===== config.mk =====
export PLATFORM = sky130hd
export DESIGN_NAME = jrhb_unit
export DESIGN_NICKNAME = d
export VERILOG_FILES = /design/src/rtl/jrhb_pkg.sv /design/src/rtl/jrhb_decode.sv /design/src/rtl/jrhb_slot_check.sv /design/src/rtl/jrhb_target.sv /design/src/rtl/jrhb_unit.sv
export SDC_FILE = /design/constraint.sdc
export NUM_CORES = 1
export LEC_CHECK = 0
export BUFFER_PORTS_ARGS = -buffer_cell sky130_fd_sc_hd__buf_2
export CORE_MARGIN = 4
export CORE_UTILIZATION = 40
export DETAILED_ROUTE_END_ITERATION = 10
export GPL_ROUTABILITY_DRIVEN = 0
export GPL_TIMING_DRIVEN = 0
export PLACE_DENSITY = 0.73
export SETUP_SLACK_MARGIN = 0.3
export SLEW_MARGIN = 0
export SYNTH_ARGS = -nofsm -noshare
export SYNTH_HDL_FRONTEND = slang
export SYNTH_SLANG_ARGS = --single-unit

===== constraint.sdc =====
create_clock -name clk -period 2.5 [get_ports clk]
set_input_delay 0.5 -clock clk [delete_from_list [all_inputs] [get_ports clk]]
set_output_delay 0.5 -clock clk [all_outputs]
set_load 0.02 [all_outputs]

===== src/rtl/jrhb_pkg.sv =====
package jrhb_pkg;

    localparam logic [5:0] OP_SPECIAL = 6'b000000;
    localparam logic [5:0] OP_REGIMM  = 6'b000001;
    localparam logic [5:0] OP_J       = 6'b000010;
    localparam logic [5:0] OP_JAL     = 6'b000011;
    localparam logic [5:0] OP_COP0    = 6'b010000;

    localparam logic [5:0] FN_JR_OLD  = 6'b001000;
    localparam logic [5:0] FN_JR_NEW  = 6'b001001;
    localparam logic [5:0] FN_XRET    = 6'b011000;
    localparam logic [5:0] FN_DXRET   = 6'b011111;
    localparam logic [5:0] FN_IDLE    = 6'b100000;

    localparam logic [31:0] PAUSE_WORD = 32'h0000_0140;

    typedef enum logic [1:0] {
        ST_IDLE,
        ST_SLOT,
        ST_DRAIN
    } jr_state_e;

    typedef struct packed {
        logic is_jump;
        logic bad_enc;
        logic barrier;
    } jr_dec_t;

    // Control-transfer classification of a delay-slot word
    function automatic logic is_cti(input logic [31:0] w);
        logic [5:0] op;
        logic [5:0] fn;
        op = w[31:26];
        fn = w[5:0];
        is_cti = 1'b0;
        if (op == OP_REGIMM || op == OP_J || op == OP_JAL || op[5:2] == 4'b0001)
            is_cti = 1'b1;
        if (op == OP_SPECIAL && (fn == FN_JR_OLD || fn == FN_JR_NEW))
            is_cti = 1'b1;
        if (op == OP_COP0 && w[25] && (fn == FN_XRET || fn == FN_DXRET || fn == FN_IDLE))
            is_cti = 1'b1;
        if (w == PAUSE_WORD)
            is_cti = 1'b1;
    endfunction

endpackage


===== src/rtl/jrhb_decode.sv =====
module jrhb_decode
    import jrhb_pkg::*;
(
    input  logic       newer_mode,
    input  logic [5:0] op,
    input  logic [4:0] rt,
    input  logic [4:0] rd,
    input  logic [4:0] hint,
    input  logic [5:0] fn,
    output jr_dec_t    dec
);
    logic resv_old;
    logic resv_new;

    assign resv_old = (rt != 5'd0) || (rd != 5'd0) || (hint[3:0] != 4'd0);
    assign resv_new = (rt != 5'd0) || (hint[3:0] != 4'd0);

    always_comb begin
        dec = '0;
        dec.barrier = hint[4];
        if (op == OP_SPECIAL) begin
            if (!newer_mode) begin
                if (fn == FN_JR_OLD) begin
                    dec.is_jump = !resv_old;
                    dec.bad_enc = resv_old;
                end
            end else begin
                if (fn == FN_JR_OLD) begin
                    dec.bad_enc = 1'b1;
                end else if (fn == FN_JR_NEW && rd == 5'd0) begin
                    dec.is_jump = !resv_new;
                    dec.bad_enc = resv_new;
                end
            end
        end
    end
endmodule


===== src/rtl/jrhb_slot_check.sv =====
module jrhb_slot_check
    import jrhb_pkg::*;
(
    input  logic [31:0] word,
    output logic        cti
);
    assign cti = is_cti(word);
endmodule


===== src/rtl/jrhb_target.sv =====
module jrhb_target #(
    parameter int XLEN = 32
) (
    input  logic [XLEN-1:0] value,
    input  logic            cmp,
    output logic [XLEN-1:0] pc,
    output logic            isa,
    output logic            aerr
);
    generate
        if (XLEN > 2) begin : g_split
            always_comb begin
                if (cmp) begin
                    pc   = {value[XLEN-1:1], 1'b0};
                    isa  = value[0];
                    aerr = (value[1:0] == 2'b10);
                end else begin
                    pc   = value;
                    isa  = 1'b0;
                    aerr = (value[1:0] != 2'b00);
                end
            end
        end else begin : g_tiny
            assign pc   = value;
            assign isa  = 1'b0;
            assign aerr = 1'b0;
        end
    endgenerate
endmodule


===== src/rtl/jrhb_unit.sv =====
module jrhb_unit
    import jrhb_pkg::*;
#(
    parameter int XLEN = 32
) (
    input  logic            clk,
    input  logic            rst,
    input  logic            instr_valid,
    input  logic [31:0]     instr,
    input  logic [XLEN-1:0] rs_val,
    input  logic            newer_mode,
    input  logic            cmp_isa,
    input  logic            drained,
    output logic            redirect_valid,
    output logic [XLEN-1:0] next_pc,
    output logic            isa_mode,
    output logic            addr_err,
    output logic            flush_req,
    output logic            fetch_stall,
    output logic            rsvd_exc
);
    jr_state_e       state_q;
    logic [XLEN-1:0] tgt_q;
    logic            cmp_q;
    logic            hb_q;

    jr_dec_t         dec;
    logic            slot_cti;
    logic [XLEN-1:0] tgt_pc;
    logic            tgt_isa;
    logic            tgt_aerr;

    jrhb_decode u_dec (
        .newer_mode (newer_mode),
        .op         (instr[31:26]),
        .rt         (instr[20:16]),
        .rd         (instr[15:11]),
        .hint       (instr[10:6]),
        .fn         (instr[5:0]),
        .dec        (dec)
    );

    jrhb_slot_check u_slot (
        .word (instr),
        .cti  (slot_cti)
    );

    jrhb_target #(.XLEN(XLEN)) u_tgt (
        .value (tgt_q),
        .cmp   (cmp_q),
        .pc    (tgt_pc),
        .isa   (tgt_isa),
        .aerr  (tgt_aerr)
    );

    always_ff @(posedge clk) begin
        if (rst) begin
            state_q        <= ST_IDLE;
            tgt_q          <= '0;
            cmp_q          <= 1'b0;
            hb_q           <= 1'b0;
            redirect_valid <= 1'b0;
            next_pc        <= '0;
            isa_mode       <= 1'b0;
            addr_err       <= 1'b0;
            flush_req      <= 1'b0;
            fetch_stall    <= 1'b0;
            rsvd_exc       <= 1'b0;
        end else begin
            redirect_valid <= 1'b0;
            flush_req      <= 1'b0;
            rsvd_exc       <= 1'b0;
            case (state_q)
                ST_IDLE: begin
                    if (instr_valid) begin
                        if (dec.bad_enc) begin
                            rsvd_exc <= 1'b1;
                        end else if (dec.is_jump) begin
                            tgt_q   <= rs_val;
                            cmp_q   <= cmp_isa;
                            hb_q    <= dec.barrier;
                            state_q <= ST_SLOT;
                        end
                    end
                end
                ST_SLOT: begin
                    if (instr_valid) begin
                        if (newer_mode && slot_cti) begin
                            rsvd_exc <= 1'b1;
                            state_q  <= ST_IDLE;
                        end else if (hb_q) begin
                            flush_req   <= 1'b1;
                            fetch_stall <= 1'b1;
                            state_q     <= ST_DRAIN;
                        end else begin
                            redirect_valid <= 1'b1;
                            next_pc        <= tgt_pc;
                            isa_mode       <= tgt_isa;
                            addr_err       <= tgt_aerr;
                            state_q        <= ST_IDLE;
                        end
                    end
                end
                ST_DRAIN: begin
                    if (drained) begin
                        fetch_stall    <= 1'b0;
                        redirect_valid <= 1'b1;
                        next_pc        <= tgt_pc;
                        isa_mode       <= tgt_isa;
                        addr_err       <= tgt_aerr;
                        state_q        <= ST_IDLE;
                    end
                end
                default: state_q <= ST_IDLE;
            endcase
        end
    end
endmodule


==> metrics.md, run 1 <==
| Metric | Value |
|---|---|
| Result of the run | finished, final reports clean |
| Layout Nets | 575 |
| Final WL | 8573 µm |
| Most frequent cells in the layout | sky130_fd_sc_hd__buf_2 (106), sky130_fd_sc_hd__dfxtp_1 (74), sky130_fd_sc_hd__nand2_1 (70) |
| Number of cells on the worst hold path | 3 |
| CTS Hold Buffers Added | 0 |
| Clk_lat worst skew | 0.34 ns |
| Worst-case setup slack after placement | 0.09309 ns |
| Global-route wire length before repair | between 10,000 and 15,000 µm |
| First-pass detailed-route iteration total | 4 |
| Final count of hold timing violations | 0 |
| Ratio of cells with drive above 1 in the final layout | 39.21% |
| Reg2reg start | state_q[1] |
| Capture instance of the worst register-to-register path | next_pc[12] |
| Worst relative slew slack | 47.63% |
| TritonCTS clock tree | done |
| Flip-flop and latch area | 1481 µm² |
| Category of the worst setup path launch point | input port |
| Number of pins exceeding their max-slew limit in the final report | 0 |
| Number of flops mapped to enable cells by yosys | 0 |
| #FFs+latches synth | 74 |
| Most common library cell in the layout ignoring fill and taps | sky130_fd_sc_hd__buf_2 |
| Most instantiated flip-flop cell in the synthesis netlist | sky130_fd_sc_hd__dfxtp_1 |
| Area taken by multi-input logic gates | 1906 µm² |
| Post-synthesis instance total | 383 |
| Clock Path Buffers | 2 |
| Core Area | 8721 µm² |
| Average instance area after synthesis | 9.337 µm² |
| Via-per-instance ratio | 4.809 |
| Count of placed standard cells including taps | 597 |
| Number of placement rows | 34 |
| Data arrival at the endpoint of the critical path | about 2.4 ns |
| Post-route worst setup slack | 0.4206 ns |
| Root cell of the clock tree | sky130_fd_sc_hd__clkbuf_8 |
| Filler Cell Count | roughly 840 |
| Final Power | 2.104 mW |
| Starting density of the core | between 40% and 50% |
| Grt ovf | 0 |
| Buffers on Ports | 106 |
| Sum Neg Setup Slack | 0 ns |
| Die area | between 10,000 and 15,000 µm² |
| Max Fanout on Critical Path | 10 |
| Share of the clock period used by the worst path after layout | 83.18% |
| Min-Delay Endpoint | tgt_q[23] |
| Non-filler instance count after layout | 613 |
| PD cells | 476.2 nW/µm² |
| Net count after synthesis | 456 |
| Worst Reg-to-Reg Cells | 9 |
| Die outline width | 102.6 µm |
| Synth-to-layout area growth | 23.55% |
| Path category of the worst min-delay check | in -> reg |
| Peak ir drop on the vdd network | 0.1948 mV |
| RSZ-0062 raised after global routing | false |
| Asr flop ratio synth | 0% |
| Lkg Pwr | 1.883 nW |
| Register-to-Register Setup Slack | 0.48 ns |
| Iteration-0 DRC Markers | between 100 and 150 |
| Initial antenna violation count | 0 |
| Num Clock Sinks | 74 |
| Share of the yosys chip area belonging to registers | 41.43% |
| Total via count in the routed design | 2,948 |
| Clock Pin Slew Worst Setup and Hold Paths | 0.07 ns |
| Detailed-route wire length per cell | ~14 µm |
| Remaining DRCs | 0 |
| Area of the mapped netlist | 3576 µm² |
| Distinct cells, synth | 49 |
| H-tree depth | 3 |
| Vias in the first global route | 2,958 |
| Maximum number of pins on one net before global-route repair | 12 |
| Overall track demand over capacity in global routing | 16.57% |
| Number of routed nets with antenna violations | 0 |
| Transition time at the pin with the least slew margin | 0.7855 ns |
| CP Class | in -> reg |
| Total I/O pin count | 108 |
| FMAX | a little under 0.5 GHz |
| Cts bufs inserted | 9 |
| Count of synthesis-stage warnings from yosys | 0 |
| Final-report setup violation count | 0 |
| Setup clock skew after layout | 0.006905 ns |
| Crit path required time | roughly 2.8 ns |
| # diodes | 0 |
| Number of maximum-capacitance constraint violations | 0 |
| Worst Hold Launch | rs_val[23] |
| Kind of capture point of the worst setup path | flip-flop |
| Chip Height | 102.6 µm |
| Detailed-placement wirelength estimate | 6581 µm |
| Final worst path period need | around 2.1 ns |
[critical path, stage by stage]
cell	delay (ns)
sky130_fd_sc_hd__buf_2	0.10
sky130_fd_sc_hd__nor3_2	0.24
sky130_fd_sc_hd__o2111ai_1	0.22
sky130_fd_sc_hd__a2111oi_4	0.48
sky130_fd_sc_hd__nor3_4	0.07
sky130_fd_sc_hd__buf_4	0.17
sky130_fd_sc_hd__nor2_8	0.19
sky130_fd_sc_hd__buf_12	0.18
sky130_fd_sc_hd__mux2i_1	0.19
[synthesized netlist by cell type (2+ instances only)]
master	instances	area, µm²
sky130_fd_sc_hd__a211oi_1	2	15.01
sky130_fd_sc_hd__a21oi_1	28	140.1
sky130_fd_sc_hd__a21oi_2	11	96.34
sky130_fd_sc_hd__buf_12	3	60.06
sky130_fd_sc_hd__buf_6	3	33.78
sky130_fd_sc_hd__clkbuf_1	14	52.55
sky130_fd_sc_hd__dfxtp_1	74	1481
sky130_fd_sc_hd__ha_1	3	37.54
sky130_fd_sc_hd__inv_1	6	22.52
sky130_fd_sc_hd__mux2i_1	31	310.3
sky130_fd_sc_hd__nand2_1	70	262.8
sky130_fd_sc_hd__nand2_2	10	62.56
sky130_fd_sc_hd__nand2b_1	16	100.1
sky130_fd_sc_hd__nand3_1	4	20.02
sky130_fd_sc_hd__nand3b_1	2	15.01
sky130_fd_sc_hd__nand4_1	2	12.51
sky130_fd_sc_hd__nor2_1	7	26.28
sky130_fd_sc_hd__nor3_1	8	40.04
sky130_fd_sc_hd__nor4_2	2	25.02
sky130_fd_sc_hd__nor4b_2	2	30.03
sky130_fd_sc_hd__o21ai_0	6	30.03
sky130_fd_sc_hd__o21ai_1	2	10.01
sky130_fd_sc_hd__o41ai_1	3	26.28
sky130_fd_sc_hd__or2b_1	14	105.1
sky130_fd_sc_hd__or2b_2	35	306.5
sky130_fd_sc_hd__or3_1	2	12.51
[metal layers]
| layer | global-route usage (%) | part of all wire (%) | vias to the layer above |
|---|---|---|---|
| li1 | - | - | 1520 |
| met1 | 20.91 | 43 | 1341 |
| met2 | 27.71 | 49 | 76 |
| met3 | 3.992 | 6.6 | 11 |
| met4 | 5.752 | 1.3 | 0 |
| met5 | 0 | 0 | - |
[flip-flops by register name, summed over array words and instances (netlist names)]
signal	cells
redirect_valid	1
fetch_stall	1
addr_err	1
cmp_q	1
flush_req	1
tgt_q	32
hb_q	1
next_pc	32
rsvd_exc	1
state_q	2
isa_mode	1
[power breakdown]
| group | leakage (nW) | internal [mW] | total [mW] | switching [mW] |
|---|---|---|---|---|
| logic | 1.21 | 0.0573 | 0.129 | 0.0712 |
| registers | 0.596 | 1.18 | 1.18 | 0.000000515 |
| clock network | 0.0810 | 0.373 | 0.798 | 0.424 |
[cell families after synthesis]
logic type      Yosys count  synth area share (%)
mux                      31                 8.677
xor+xnor                  1                0.2450
flops                    74                 41.43
simple gates            186                 32.23
fa+ha+maj                 3                 1.050
buf+inv                  29                 5.283
compound gates           59                 11.09
[per-stage QoR]
| step | hold slack [ns] | utilization, % | instance area (µm²) |
|---|---|---|---|
| after CTS | 0.3898 | 50.46 | 4400 |
| after floorplan | 0.4269 | - | 3576 |
| after global routing | 0.3972 | 50.66 | 4418 |
| final | 0.3947 | 50.66 | 4418 |
| after detailed placement | 0.4421 | 48.64 | 4242 |
| after global placement | 0.4338 | 48.64 | 4242 |
[cell type report]
type                    count  share of cell area [%]
flip-flops and latches     74                   33.53
plain buffers              22                   3.738
inverters                   7                  0.5947
clock buffers              11                   3.200
repair buffers            108                   12.35
clock inverters             3                  0.3965
well taps                 108                   3.059
multi-input cells         280                   43.13
[how the worst max path moves through the flow]
stage | startpoint | endpoint | slack, ns | cells after the start
finish | instr[27] | next_pc[12] | 0.42 | 9
global placement | instr[16] | tgt_q[20] | 0.16 | 8
floorplan | instr[27] | next_pc[10] | 0.49 | 7
CTS | state_q[1] | next_pc[12] | 0.40 | 8
global route | instr[29] | tgt_q[28] | 0.30 | 8
detailed placement | instr[16] | tgt_q[14] | 0.09 | 8
[what timing repair did]
action,4_1_cts,5_1_grt
resized for setup,0,4
setup buffers,0,2
setup endpoints to repair,0,50
No activity file was read; power rests on OpenSTA's default activity.
==> inputs of run 2 (changes only) <==
==> constraint.sdc (replaced) <==
create_clock -name clk -period 1.94 [get_ports clk]
set_input_delay 0.388 -clock clk [delete_from_list [all_inputs] [get_ports clk]]
set_output_delay 0.388 -clock clk [all_outputs]
set_load 0.02 [all_outputs]
==> run 2 against run 1 <==
Compared with the run above: power rose by 48%; routed wire length rose by 13%; count of clock-buffer cells in the layout rose by 1; critical endpoint is now tgt_q[14]; non-clock buffer count rose by 20; cell area rose by 15%; utilization rose by 7.7 points; register-to-register slack got worse by 0.40 ns; sequential cell count did not move; via count rose by 6.8%.
==> metrics.md, run 2 (synthesis results as in run 1) <==
| Metric | Value |
|---|---|
| Result of the run | finished, final reports clean |
| CP Class | in -> reg |
| Final WL | 9696 µm (+13%) |
| Reg2reg start | state_q[0] |
| Num Clock Sinks | 74 (unchanged) |
| Final Power | 3.121 mW (+48%) |
| PD cells | 613.7 nW/µm² (+29%) |
| Met3 demand-to-capacity share in global routing | 4.533% (+0.54 points) |
| Detailed-placement wirelength estimate | 6518 µm (-0.95%) |
| GR met2 Demand/Resource | 29.74% (+2.0 points) |
| Global-route wire length before repair | 14,210 µm (+4.5%) |
| Non-filler instance count after layout | 635 (+3.6%) |
| Placed cell area | 4323 µm² (+1.9%) |
| Clock power share | 44.8% (+6.9 points) |
| Final-report setup violation count | 0 (unchanged) |
| Category of the worst setup path launch point | input port |
| Met1 track utilization from global routing | 21.05% (+0.14 points) |
| Transition time at the pin with the least slew margin | 0.5698 ns (-0.2157 ns) |
| Most common library cell in the layout ignoring fill and taps | sky130_fd_sc_hd__buf_2 |
| Data arrival at the endpoint of the critical path | 2.16 ns (-0.19 ns) |
| Peak ir drop on the vdd network | 0.3021 mV (+55%) |
| Synth-to-layout area growth | 42.23% |
| Core Area | 8721 µm² (unchanged) |
| Most frequent cells in the layout | sky130_fd_sc_hd__buf_2 (101), sky130_fd_sc_hd__dfxtp_1 (72), sky130_fd_sc_hd__nand2_1 (66) |
| GRT busiest layer | met2 |
| Total I/O pin count | 108 (unchanged) |
| Final worst path period need | 1.883 ns |
| Kind of capture point of the worst setup path | flip-flop |
| Post-route worst setup slack | 0.05748 ns (-0.3631 ns) |
| NetSw | 0.6835 mW (+38%) |
| Layout Cell Area excl Fill | 5086 µm² (+15%) |
| Crit path required time | 2.22 ns (-0.55 ns) |
| Via-per-instance ratio | 4.959 (+3.1%) |
| Ratio of cells with drive above 1 in the final layout | 49.15% (+9.9 points) |
| Total via count in the routed design | 3,149 (+6.8%) |
| Setup clock skew after layout | 0.009769 ns (+0.002864 ns) |
| Vias in the first global route | 3,065 (+3.6%) |
| Flip-flop and latch area | 1484 µm² (+0.17%) |
| Design internal power | 2.438 mW (+52%) |
| Detailed-route wire length per cell | 15.27 µm (+9.2%) |
| Filler Cell Count | 748 (-11%) |
| Max Fanout on Critical Path | 6 (-4) |
| Final count of hold timing violations | 0 (unchanged) |
| Die outline width | 102.6 µm (unchanged) |
| Cts bufs inserted | 9 (unchanged) |
| RSZ-0062 raised after global routing | true |
| H-tree depth | 3 (unchanged) |
| Number of maximum-capacitance constraint violations | 0 (unchanged) |
| FMAX | 0.5312 GHz |
| First-pass detailed-route iteration total | 4 (unchanged) |
| Remaining DRCs | 0 (unchanged) |
| Sum Neg Setup Slack | 0 ns (unchanged) |
| Layout Nets | 595 (+3.5%) |
| Path category of the worst min-delay check | in -> reg |
| Iteration-0 DRC Markers | 77 (-28%) |
| Number of routed nets with antenna violations | 0 (unchanged) |
| Die area | 10,520 µm² (unchanged) |
| Top Registers | next_pc (32), tgt_q (32), state_q (2) |
| # diodes | 0 (unchanged) |
| Starting density of the core | 41.00% (unchanged) |
| Number of placement rows | 34 (unchanged) |
| Worst Hold Launch | rs_val[11] |
| Root cell of the clock tree | sky130_fd_sc_hd__clkbuf_8 |
| Part of the power in combinational logic | 6.6% (+0.5 points) |
| Overall track demand over capacity in global routing | 17.14% (+0.58 points) |
| Count of placed standard cells including taps | 597 (unchanged) |
| Clock Path Buffers | 2 (unchanged) |
| Area taken by multi-input logic gates | 2177 µm² (+14%) |
| Sequential share of power | 48.6% (-7.4 points) |
| Worst-case setup slack after placement | -0.2542 ns (-0.3473 ns) |
| WHS | 0.2729 ns (-0.1218 ns) |
| Finished Core Util | 58.32% (+7.7 points) |
| Worst relative slew slack | 62.01% (+14 points) |
| Sw Share | 21.90% (-1.7 points) |
| Lkg Pwr | 2.155 nW (+14%) |
| Chip Height | 102.6 µm (unchanged) |
| Clock Pin Slew Worst Setup and Hold Paths | 0.08 ns (about the same) |
| Maximum number of pins on one net before global-route repair | 13 (+1) |
| Initial antenna violation count | 0 (unchanged) |
| CP Launch Point | instr[16] |
| Grt ovf | 0 (unchanged) |
| Share of the clock period used by the worst path after layout | a little over nine tenths |
| Clk_lat worst skew | 0.36 ns (+0.02 ns) |
| Buffers on Ports | 106 (unchanged) |
| Number of pins exceeding their max-slew limit in the final report | 0 (unchanged) |
| TritonCTS clock tree | done |
-- run 2: routing by layer --
metal / vias up / routed length (µm)
met3: 20 / 530
li1: 1576 / -
met2: 95 / 4955
met4: 0 / 228
met5: - / 0
met1: 1458 / 3982
-- run 2: cell type report --
| type | instances | share of cell area, % |
|---|---|---|
| Multi-Input combinational cell | 280 | 42.80 |
| Sequential cell | 74 | 29.18 |
| Timing Repair Buffer | 128 | 16.48 |
| Buffer | 22 | 3.690 |
| Clock buffer | 12 | 3.247 |
| Tap cell | 108 | 2.657 |
| Clock inverter | 4 | 1.427 |
| Inverter | 7 | 0.5166 |
-- run 2: path summary, 6_finish.rpt --
check,end,slack [ns],cells past startpoint
setup / recovery,tgt_q[14],0.06,11
hold / removal,tgt_q[11],0.27,3
setup reg to reg,next_pc[19],0.08,9
hold reg to reg,tgt_q[9],0.45,2
-- run 2: timing repair --
| action | in CTS | in global routing |
|---|---|---|
| pin swaps | 12 | 19 |
| gates resized for setup | 32 | 38 |
| endpoints found under the setup margin | 65 | 72 |
| gates cloned | 1 | 2 |
| hold buffers | 0 | 0 |
| buffers inserted | 13 | 6 |
-- run 2: power by group through the flow --
stage / combinational, mW / clock [mW] / sequential (mW)
global route: 0.221 / 1.47 / 1.52
finish: 0.207 / 1.40 / 1.52
global placement: 0.174 / 0 / 1.55
floorplan: 0.0618 / 0 / 1.55
CTS: 0.185 / 1.40 / 1.52
detailed placement: 0.177 / 0 / 1.55
-- run 2: critical path: stages --
cell and delay (ns):
sky130_fd_sc_hd__buf_2 0.11, sky130_fd_sc_hd__nor4_4 0.31, sky130_fd_sc_hd__buf_4 0.18, sky130_fd_sc_hd__nand3_4 0.08
sky130_fd_sc_hd__nor4_4 0.35, sky130_fd_sc_hd__and2_4 0.21, sky130_fd_sc_hd__buf_8 0.12, sky130_fd_sc_hd__buf_6 0.10
sky130_fd_sc_hd__buf_12 0.11, sky130_fd_sc_hd__nand2_2 0.06, sky130_fd_sc_hd__a21oi_2 0.14
==> inputs of run 3 (changes only) <==
--- a/config.mk
+++ b/config.mk
@@ -6,7 +6,7 @@
 export NUM_CORES = 1
 export LEC_CHECK = 0
 export BUFFER_PORTS_ARGS = -buffer_cell sky130_fd_sc_hd__buf_2
-export CORE_MARGIN = 4
+export CORE_MARGIN = 10
 export CORE_UTILIZATION = 40
 export DETAILED_ROUTE_END_ITERATION = 10
 export GPL_ROUTABILITY_DRIVEN = 0
==> run 3 against run 2 <==
Compared with the run above: register-to-register slack gained 0.06 ns; sequential power is essentially flat; cell area grew 2.1%; global-route usage shrank 2.5 points; clock skew grew 0.0036 ns; count of clock-buffer cells in the layout shrank 2; sequential share of layout area shrank 0.50 points; critical path depth shrank 2; via count grew 0.19%.
==> metrics.md, run 3 (synthesis results as in run 1) <==
| Metric | Value |
|---|---|
| Detailed-route wire length per cell | 16.41 µm (+7.5%) |
| Kind of capture point of the worst setup path | flip-flop |
| WHS | 0.2836 ns (+0.01071 ns) |
| Total I/O pin count | 108 (unchanged) |
| Iteration-0 DRC Markers | 151 (+96%) |
| CP dominant cell by count | sky130_fd_sc_hd__buf_4 |
| Cts bufs inserted | 9 (unchanged) |
| Number of pins exceeding their max-slew limit in the final report | 0 (unchanged) |
| Buffers on Ports | 106 (unchanged) |
| Transition time at the pin with the least slew margin | 0.6253 ns (+0.05549 ns) |
| Data arrival at the endpoint of the critical path | 2.05 ns (-0.11 ns) |
| Final WL | 10,500 µm (+8.3%) |
| Total via count in the routed design | 3,155 (+0.19%) |
| Worst path bufs/invs | 3 (-2) |
| Most common library cell in the layout ignoring fill and taps | sky130_fd_sc_hd__buf_2 |
| Root cell of the clock tree | sky130_fd_sc_hd__clkbuf_8 |
| Via-per-instance ratio | 4.930 (-0.59%) |
| Chip Height | 114.6 µm (+12%) |
| Final count of hold timing violations | 0 (unchanged) |
| Core Area | 8721 µm² (unchanged) |
| Sw Share | 23.71% (+1.8 points) |
| Die outline width | 114.6 µm (+12%) |
| Peak ir drop on the vdd network | 0.3754 mV (+24%) |
| Initial antenna violation count | 0 (unchanged) |
| Global-route wire length before repair | 15,640 µm (+10%) |
| CTS Hold Buffers Added | 0 (unchanged) |
| Number of routed nets with antenna violations | 0 (unchanged) |
| Vias in the first global route | 3,222 (+5.1%) |
| Final worst path period need | 1.796 ns (-0.08691 ns) |
| Clock Path Buffers | 2 (unchanged) |
| Num Clock Sinks | 74 (unchanged) |
| Crit path required time | 2.20 ns (-0.02 ns) |
| Finished Core Util | 59.54% (+1.2 points) |
| FMAX | 0.5569 GHz (+4.8%) |
| Top Registers | next_pc (32), tgt_q (32), state_q (2) |
| Ratio of cells with drive above 1 in the final layout | 56.02% (+6.9 points) |
| Synth-to-layout area growth | 45.21% |
| Crit path largest cell delay | 0.37 ns (+0.02 ns) |
| Remaining DRCs | 0 (unchanged) |
| Lkg Pwr | 2.287 nW (+6.1%) |
| Maximum number of pins on one net before global-route repair | 13 (unchanged) |
| Overall track demand over capacity in global routing | 14.62% (-2.5 points) |
| H-tree depth | 3 (unchanged) |
| Layout Nets | 601 (+1.0%) |
| Number of maximum-capacitance constraint violations | 0 (unchanged) |
| Result of the run | finished, final reports clean |
| Max Fanout on Critical Path | 6 (unchanged) |
| Detailed-placement wirelength estimate | 7336 µm (+13%) |
| Sequential share of power | 52.1% (+3.5 points) |
| Clock Pin Slew Worst Setup and Hold Paths | 0.08 ns (about the same) |
| Starting density of the core | 41.00% (unchanged) |
| Grt ovf | 0 (unchanged) |
| RSZ-0062 raised after global routing | true |
| PD cells | 560.3 nW/µm² (-8.7%) |
| Final-report setup violation count | 0 (unchanged) |
| Design internal power | 2.219 mW (-9.0%) |
| Setup clock skew after layout | 0.01334 ns (+0.003569 ns) |
| Worst relative slew slack | 58.31% (-3.7 points) |
| First-pass detailed-route iteration total | 5 (+1) |
| Number of placement rows | 34 (unchanged) |
| Share of the clock period used by the worst path after layout | 92.56% (-4.5 points) |
| Cells along the critical path | buf_4 > ha_4 > nand2b_4 > nand4_1 > nor3_4 > buf_4 > buf_6 > o21ai_2 > o41ai_2 |
| NetSw | 0.6897 mW (+0.91%) |
| TritonCTS clock tree | done |
| Part of the power in combinational logic | 7.2% (+0.6 points) |
| Critical path's slowest cell | sky130_fd_sc_hd__dfxtp_4 |
| Most frequent cells in the layout | sky130_fd_sc_hd__buf_2 (100), sky130_fd_sc_hd__dfxtp_1 (72), sky130_fd_sc_hd__nand2_1 (47) |
| Clock power share | 40.7% (-4.1 points) |
| Category of the worst setup path launch point | flip-flop |
| CP Class | reg -> reg |
| # diodes | 0 (unchanged) |
| Die area | 13,120 µm² (+25%) |
| Path category of the worst min-delay check | in -> reg |
| Final Power | 2.909 mW (-6.8%) |
| Crit-path leading delay family | simple AND/OR/NAND/NOR gates |
| Clk_lat worst skew | 0.35 ns (about the same) |
-- run 3: per-stage QoR --
step | worst slack [ns] | setup TNS [ns] | instances | area, µm²
after global placement | -0.2178 | -8.999 | 597 | 4323
after detailed placement | -0.2907 | -12.43 | 597 | 4323
after CTS | 0.1898 | 0 | 628 | 4786
final | 0.1444 | 0 | 640 | 5192
after global routing | 0.07949 | 0 | 640 | 5192
after floorplan | 0.1616 | 0 | 383 | 3657
-- run 3: worst min-delay path, delay by kind of cell --
family,cells,cell delay [ns]
buffers and inverters,1,0.10
AO/OA/AOI/OAI,1,0.04
AND/OR/NAND/NOR,1,0.06
-- run 3: worst paths after layout --
| kind | startpoint | to | slack [ns] | cells past startpoint |
|---|---|---|---|---|
| hold reg to reg | tgt_q[26] | tgt_q[26] | 0.46 | 2 |
| setup / recovery | state_q[1] | next_pc[0] | 0.14 | 9 |
| setup reg to reg | state_q[1] | next_pc[0] | 0.14 | 9 |
| hold / removal | rs_val[16] | tgt_q[16] | 0.28 | 3 |
-- run 3: area by class of cell --
cell class / instances / area (µm²)
fillers: 739 / 3528
multi-input cells: 280 / 2305
flip-flops and latches: 74 / 1489
repair buffers: 134 / 853.3
plain buffers: 22 / 188.9
clock buffers: 10 / 137.6
well taps: 108 / 135.1
clock inverters: 5 / 55.05
inverters: 7 / 28.78
-- run 3: repair_timing --
item	in CTS	in global routing
buffers inserted	13	12
gates cloned	3	0
endpoints found under the setup margin	67	73
resized for setup	32	85
pin swaps	9	36
-- run 3: power groups by stage --
stage	Clock (mW)	Sequential (mW)	Combinational, mW
detailed placement	0	1.55	0.176
CTS	1.19	1.52	0.185
global placement	0	1.55	0.174
finish	1.18	1.51	0.211
global route	1.26	1.51	0.227
floorplan	0	1.55	0.0618
-- run 3: per-layer routing --
layer,part of all wire [%],track usage (%)
met1,42,16.50
met2,52,26.20
met3,5.1,4.612
met4,1.2,3.008
met5,0,0
